**config.mk**
```make
export PLATFORM = sky130hd
export DESIGN_NAME = serial_rx_unit
export DESIGN_NICKNAME = d
export VERILOG_FILES = /design/src/rtl/serial_rx_pkg.sv /design/src/rtl/serial_rx_sync.sv /design/src/rtl/serial_rx_bitclk.sv /design/src/rtl/serial_rx_ctrl.sv /design/src/rtl/serial_rx_unit.sv
export SDC_FILE = /design/constraint.sdc
export NUM_CORES = 1
export LEC_CHECK = 0
export BUFFER_PORTS_ARGS = -buffer_cell sky130_fd_sc_hd__buf_2
export CAP_MARGIN = 20
export CORE_MARGIN = 2
export CORE_UTILIZATION = 26
export CTS_CLUSTER_SIZE = 10
export DETAILED_ROUTE_END_ITERATION = 8
export PLACE_DENSITY = 0.49
export SLEW_MARGIN = 20
export SYNTH_ARGS = -nofsm -noshare
export SYNTH_HDL_FRONTEND = slang
export SYNTH_SLANG_ARGS = --single-unit
```
**constraint.sdc**
```tcl
create_clock -name clk -period 2.15 [get_ports clk]
set_input_delay 0.1075 -clock clk [delete_from_list [all_inputs] [get_ports clk]]
set_output_delay 0.1075 -clock clk [all_outputs]
set_load 0.01 [all_outputs]
```
**src/rtl/serial_rx_pkg.sv**
```systemverilog
package serial_rx_pkg;

    localparam int DATA_MAX = 9;
    localparam int OSR      = 16;
    localparam int CNT_W    = $clog2(OSR);
    localparam int LEN_W    = $clog2(DATA_MAX + 1);

    typedef enum logic [2:0] {
        ST_IDLE,
        ST_START,
        ST_DATA,
        ST_PAR,
        ST_STOP,
        ST_STOP2
    } rx_state_t;

    typedef struct packed {
        logic brk;
        logic frm;
        logic par;
    } rx_err_t;

    function automatic logic [LEN_W-1:0] data_bits(input logic [2:0] code);
        if (code > 3'd4) return LEN_W'(DATA_MAX);
        return LEN_W'(code) + LEN_W'(5);
    endfunction

    function automatic logic [DATA_MAX-1:0] align_right(input logic [DATA_MAX-1:0] sh,
                                                        input logic [LEN_W-1:0] n);
        return sh >> (LEN_W'(DATA_MAX) - n);
    endfunction

    function automatic logic vote3(input logic a, input logic b, input logic c);
        return (a & b) | (a & c) | (b & c);
    endfunction

endpackage

```
**src/rtl/serial_rx_sync.sv**
```systemverilog
module serial_rx_sync #(
    parameter int STAGES = 2
) (
    input  logic clk,
    input  logic rst,
    input  logic din,
    output logic dout
);
    logic [STAGES-1:0] chain;

    generate
        if (STAGES == 1) begin : g_one
            always_ff @(posedge clk) begin
                if (rst) chain <= '1;
                else     chain <= din;
            end
        end else begin : g_many
            always_ff @(posedge clk) begin
                if (rst) chain <= '1;
                else     chain <= {chain[STAGES-2:0], din};
            end
        end
    endgenerate

    assign dout = chain[STAGES-1];
endmodule

```
**src/rtl/serial_rx_bitclk.sv**
```systemverilog
module serial_rx_bitclk
    import serial_rx_pkg::*;
(
    input  logic clk,
    input  logic rst,
    input  logic tick,
    input  logic run,
    input  logic rx,
    output logic mid,
    output logic vote
);
    localparam logic [CNT_W-1:0] MID_CNT = CNT_W'(OSR / 2 + 1);
    localparam logic [CNT_W-1:0] V0_CNT  = MID_CNT - CNT_W'(2);
    localparam logic [CNT_W-1:0] V1_CNT  = MID_CNT - CNT_W'(1);
    localparam logic [CNT_W-1:0] TOP_CNT = CNT_W'(OSR - 1);

    logic [CNT_W-1:0] cnt;
    logic             s0, s1;

    always_ff @(posedge clk) begin
        if (rst || !run) begin
            cnt <= '0;
        end else if (tick) begin
            cnt <= (cnt == TOP_CNT) ? '0 : cnt + CNT_W'(1);
        end
    end

    always_ff @(posedge clk) begin
        if (rst) begin
            s0 <= 1'b1;
            s1 <= 1'b1;
        end else if (run && tick) begin
            if (cnt == V0_CNT) s0 <= rx;
            if (cnt == V1_CNT) s1 <= rx;
        end
    end

    assign mid  = run && tick && (cnt == MID_CNT);
    assign vote = vote3(s0, s1, rx);
endmodule

```
**src/rtl/serial_rx_ctrl.sv**
```systemverilog
module serial_rx_ctrl
    import serial_rx_pkg::*;
(
    input  logic                clk,
    input  logic                rst,
    input  logic                rx,
    input  logic                mid,
    input  logic                vote,
    input  logic [2:0]          cfg_len,
    input  logic                cfg_par_en,
    input  logic                cfg_par_odd,
    input  logic                cfg_two_stop,
    input  logic                buf_full,
    output logic                run,
    output logic                wr_en,
    output logic [DATA_MAX-1:0] wr_data,
    output rx_err_t             wr_err,
    output logic                overrun
);
    rx_state_t           state;
    logic                armed;
    logic [DATA_MAX-1:0] sh;
    logic [LEN_W-1:0]    bidx;
    logic                par_acc;
    logic                par_bad;
    logic                all_zero;
    logic [LEN_W-1:0]    nbits;

    assign nbits = data_bits(cfg_len);
    assign run   = (state != ST_IDLE);

    always_ff @(posedge clk) begin
        if (rst) begin
            state    <= ST_IDLE;
            armed    <= 1'b0;
            sh       <= '0;
            bidx     <= '0;
            par_acc  <= 1'b0;
            par_bad  <= 1'b0;
            all_zero <= 1'b1;
            wr_en    <= 1'b0;
            overrun  <= 1'b0;
            wr_data  <= '0;
            wr_err   <= '0;
        end else begin
            wr_en   <= 1'b0;
            overrun <= 1'b0;
            unique case (state)
                ST_IDLE: begin
                    if (rx) armed <= 1'b1;
                    if (armed && !rx) state <= ST_START;
                end
                ST_START: if (mid) begin
                    if (vote) begin
                        state <= ST_IDLE;
                        armed <= 1'b0;
                    end else begin
                        state    <= ST_DATA;
                        bidx     <= '0;
                        sh       <= '0;
                        par_acc  <= 1'b0;
                        par_bad  <= 1'b0;
                        all_zero <= 1'b1;
                    end
                end
                ST_DATA: if (mid) begin
                    sh       <= {vote, sh[DATA_MAX-1:1]};
                    par_acc  <= par_acc ^ vote;
                    all_zero <= all_zero & ~vote;
                    bidx     <= bidx + LEN_W'(1);
                    if (bidx == nbits - LEN_W'(1))
                        state <= cfg_par_en ? ST_PAR : ST_STOP;
                end
                ST_PAR: if (mid) begin
                    par_bad  <= par_acc ^ vote ^ cfg_par_odd;
                    all_zero <= all_zero & ~vote;
                    state    <= ST_STOP;
                end
                ST_STOP: if (mid) begin
                    wr_data    <= align_right(sh, nbits);
                    wr_err.par <= par_bad;
                    wr_err.frm <= ~vote;
                    wr_err.brk <= all_zero & ~vote;
                    if (buf_full) overrun <= 1'b1;
                    else          wr_en   <= 1'b1;
                    armed <= 1'b0;
                    state <= cfg_two_stop ? ST_STOP2 : ST_IDLE;
                end
                ST_STOP2: if (mid) state <= ST_IDLE;
                default: state <= ST_IDLE;
            endcase
        end
    end
endmodule

```
**src/rtl/serial_rx_unit.sv**
```systemverilog
module serial_rx_unit
    import serial_rx_pkg::*;
#(
    parameter int SYNC_STAGES = 2
) (
    input  logic                clk,
    input  logic                rst,
    input  logic                tick,
    input  logic                rxd,
    input  logic [2:0]          cfg_len,
    input  logic                cfg_par_en,
    input  logic                cfg_par_odd,
    input  logic                cfg_two_stop,
    input  logic                buf_full,
    output logic                wr_en,
    output logic [DATA_MAX-1:0] wr_data,
    output logic [2:0]          wr_err,
    output logic                overrun
);
    logic    rx_s;
    logic    run;
    logic    mid;
    logic    vote;
    rx_err_t err_s;

    serial_rx_sync #(.STAGES(SYNC_STAGES)) u_sync (
        .clk  (clk),
        .rst  (rst),
        .din  (rxd),
        .dout (rx_s)
    );

    serial_rx_bitclk u_bitclk (
        .clk  (clk),
        .rst  (rst),
        .tick (tick),
        .run  (run),
        .rx   (rx_s),
        .mid  (mid),
        .vote (vote)
    );

    serial_rx_ctrl u_ctrl (
        .clk          (clk),
        .rst          (rst),
        .rx           (rx_s),
        .mid          (mid),
        .vote         (vote),
        .cfg_len      (cfg_len),
        .cfg_par_en   (cfg_par_en),
        .cfg_par_odd  (cfg_par_odd),
        .cfg_two_stop (cfg_two_stop),
        .buf_full     (buf_full),
        .run          (run),
        .wr_en        (wr_en),
        .wr_data      (wr_data),
        .wr_err       (err_s),
        .overrun      (overrun)
    );

    assign wr_err = err_s;
endmodule

```
==> flow_summary.toml <==
[floorplan]
start_util_pct = 27.01
die_h_um = 99.65
row_count = 34
die-area_sq_um = 9929
die_w_um = 99.65
ios = 25
coreArea_sq_um = 8806

[clock_tree]
clk_root_buffer_cell = "clkbuf_8"
clock_latency_ps = 300
htree_levels = 2
ctsLongestPathBuffers = 2
cts_made_buffers = 5
cts_tree = "done"
clkTransAtPathRegs_ps = 80
cts.sinks = 42

[yosys]
synth_top_cell_by_area = "dfxtp_1"
syn_area_per_cell_sq_um = 8.556
yosysUniqueCellTypes = 56
syn-num-nets = 298
synth_edf_count = 0
ys.flop_type = "dfxtp_1"
synth.most_common_cell = "dfxtp_1"
yosysWarningCount = 0
ys_ff_latch = 42
yosys-top-cells-area = "dfxtp_1, mux2i_1, a21oi_1"
ys_async_sr_fraction_pct = 0
synth_top_area_share_pct = 35.35
synth_commonest_cells = "dfxtp_1, nand2_1, a21oi_1"
yosysSeqAreaShare_pct = 35.35
synthesis.area_sq_um = 2379
syn_inst = 278

[outcome]
status = "complete, no violations"

[cells_and_area]
drive_gt1_share_pct = 20.87
diodes = 0
fillers = 915
area_growth_pct = 20.52
nNetsFinal = 340

[worst_setup_path]
required_ps = 2340
arrival_ps = 2140
cp-start-kind = "input pin"
crit_fanout = 5
crit_path_end_kind = "flop"
worstSetupPathType = "in2reg"
reg2regPathDepth = 6

[detailed_routing]
avgViaCountPerCell = 4.942
routedWlPerCell_um = 13.22
ant_nets = 0
routed_wl_mm = 5.672
first_iter_violations = 79
drc = 0
routed-via-count = 2120
drt_pre_antenna_iters = 6

[placement]
port_buffers = 24
dp_hpwl_mm = 4.205
gp_congestion = 0.8242

[sta]
tightest_slew_ps = 475.6
finalMaxSlewViolations = 0
max_freq_ghz = 0.5114
period_share_pct = 90.95
hold_ws_ps = 203.5
hold_viol = 0
post-route-min-period_ps = 1955
final.setup.tns_ps = 0
slew_headroom_pct = 68.05
finalSetupViolCount = 0
clock-skew-final_ps = 8.058

[grt]
antenna_found_initial = 0
grt_max_degree = 23
track_usage_pct = 12.09
overflow = 0
grt_first_pass_wirelength_mm = 9.763
grt_pass1_vias = 2015

[hold_path]
hp-class = "in2reg"
holdPathStages = 3

[run]
max_cap_viol_count = 0

[power]
leakagePower_nw = 1.152
peakVddDrop_mv = 0.2513
powerDensity_nw_per_um2 = 628.1
cell usage in the layout, fill, tap and decap left out, types with 6 or more instances in the layout:
cell | synthesis | routed
o21ai_1 | 7 | 7
clkbuf_8 | 0 | 6
o21ai_0 | 6 | 6
nor2_1 | 19 | 19
mux2i_1 | 20 | 20
buf_2 | 6 | 24
nand2_1 | 27 | 26
nand3_1 | 20 | 20
inv_1 | 12 | 12
xor2_1 | 7 | 7
ha_1 | 9 | 9
a21oi_1 | 24 | 24
dfxtp_1 | 42 | 42
buf_4 | 0 | 23
worst max-delay path: stages:
cell	delay, ps
buf_2	120
inv_1	70
ha_1	170
nand2b_1	180
nand2_4	80
ha_1	240
and4b_1	210
or3_1	320
o2111ai_2	220
a2111oi_2	120
o31a_1	310
timing repair:
item,CTS,global route
buffers inserted,0,0
endpoints found under the setup margin,0,2
hold buffers,2,0
endpoints found under the hold margin,2,0
resized for setup,0,2
per-layer routing:
layer | track usage [%] | wire (um) | part of all wire (%) | vias to the layer above
met4 | 3.477 | 65 | 1.1 | 0
met1 | 16.59 | 2805 | 49 | 998
met2 | 19.23 | 2589 | 46 | 41
li1 | - | - | - | 1073
met5 | 0 | 0 | 0 | -
met3 | 2.460 | 212 | 3.7 | 8
metrics by stage:
| stage | instance area, sq um | setup WS, ps | instances | power (mW) | utilization, % |
|---|---|---|---|---|---|
| 2_1_floorplan | 2386 | 17.50 | 278 | 1.140 | - |
| 6_report | 2867 | 194.6 | 429 | 1.801 | 32.55 |
| 3_5_place_dp | 2738 | -174.9 | 419 | 1.268 | 31.09 |
| 3_3_place_gp | 2738 | -142.3 | 419 | 1.265 | 31.09 |
| 5_1_grt | 2867 | -12.97 | 429 | 1.907 | 32.55 |
| 4_1_cts | 2849 | 119.1 | 429 | 1.805 | 32.35 |
state kept, by name, summed over array words and instances, names as in the netlist:
signal and cells:
u_bitclk.cnt 4, u_bitclk.s0 1, u_bitclk.s1 1, u_ctrl.all_zero 1, u_ctrl.armed 1, u_ctrl.bidx 4
u_ctrl.overrun 1, u_ctrl.par_acc 1, u_ctrl.par_bad 1, u_ctrl.sh 9, u_ctrl.state 3, u_ctrl.wr_data 9
u_ctrl.wr_en 1, u_ctrl.wr_err 3, u_sync.chain 2
cell type report:
cell class | instances | area, sq um | area share (%)
tap | 108 | 135.1 | 4.714
multi-input combinational | 210 | 1441 | 50.28
clock inverter | 1 | 5.005 | 0.1746
timing repair buffer | 49 | 312.8 | 10.91
inverter | 12 | 45.04 | 1.571
clock buffer | 7 | 86.33 | 3.012
sequential | 42 | 840.8 | 29.33
where the power goes:
part / total, mW / internal, mW / switching, mW
Combinational: 0.419 / 0.191 / 0.228
Clock: 0.532 / 0.259 / 0.273
Sequential: 0.849 / 0.803 / 0.0460
cells by family (layout without fill, tap and decap cells):
logic type,Yosys count,count (layout),synth area share [%]
muxes,22,22,9.837
adders and majority gates,10,10,5.155
and+or+nand+nor,104,104,22.62
AOI/OAI and AO/OA,62,62,17.52
buffers and inverters,26,69,5.103
DFF,42,42,35.35
xor gates and xnor gates,12,12,4.419
path summary, 6_finish.rpt:
path | start | slack [ps] | to
max | cfg_len[0] | 190 | u_ctrl.state[1]
min | tick | 200 | u_bitclk.cnt[1]
min reg2reg | u_sync.chain[0] | 410 | u_sync.chain[1]
max reg2reg | u_bitclk.cnt[0] | 190 | u_ctrl.state[0]
Note: power is estimated with default switching activity, not from simulation.
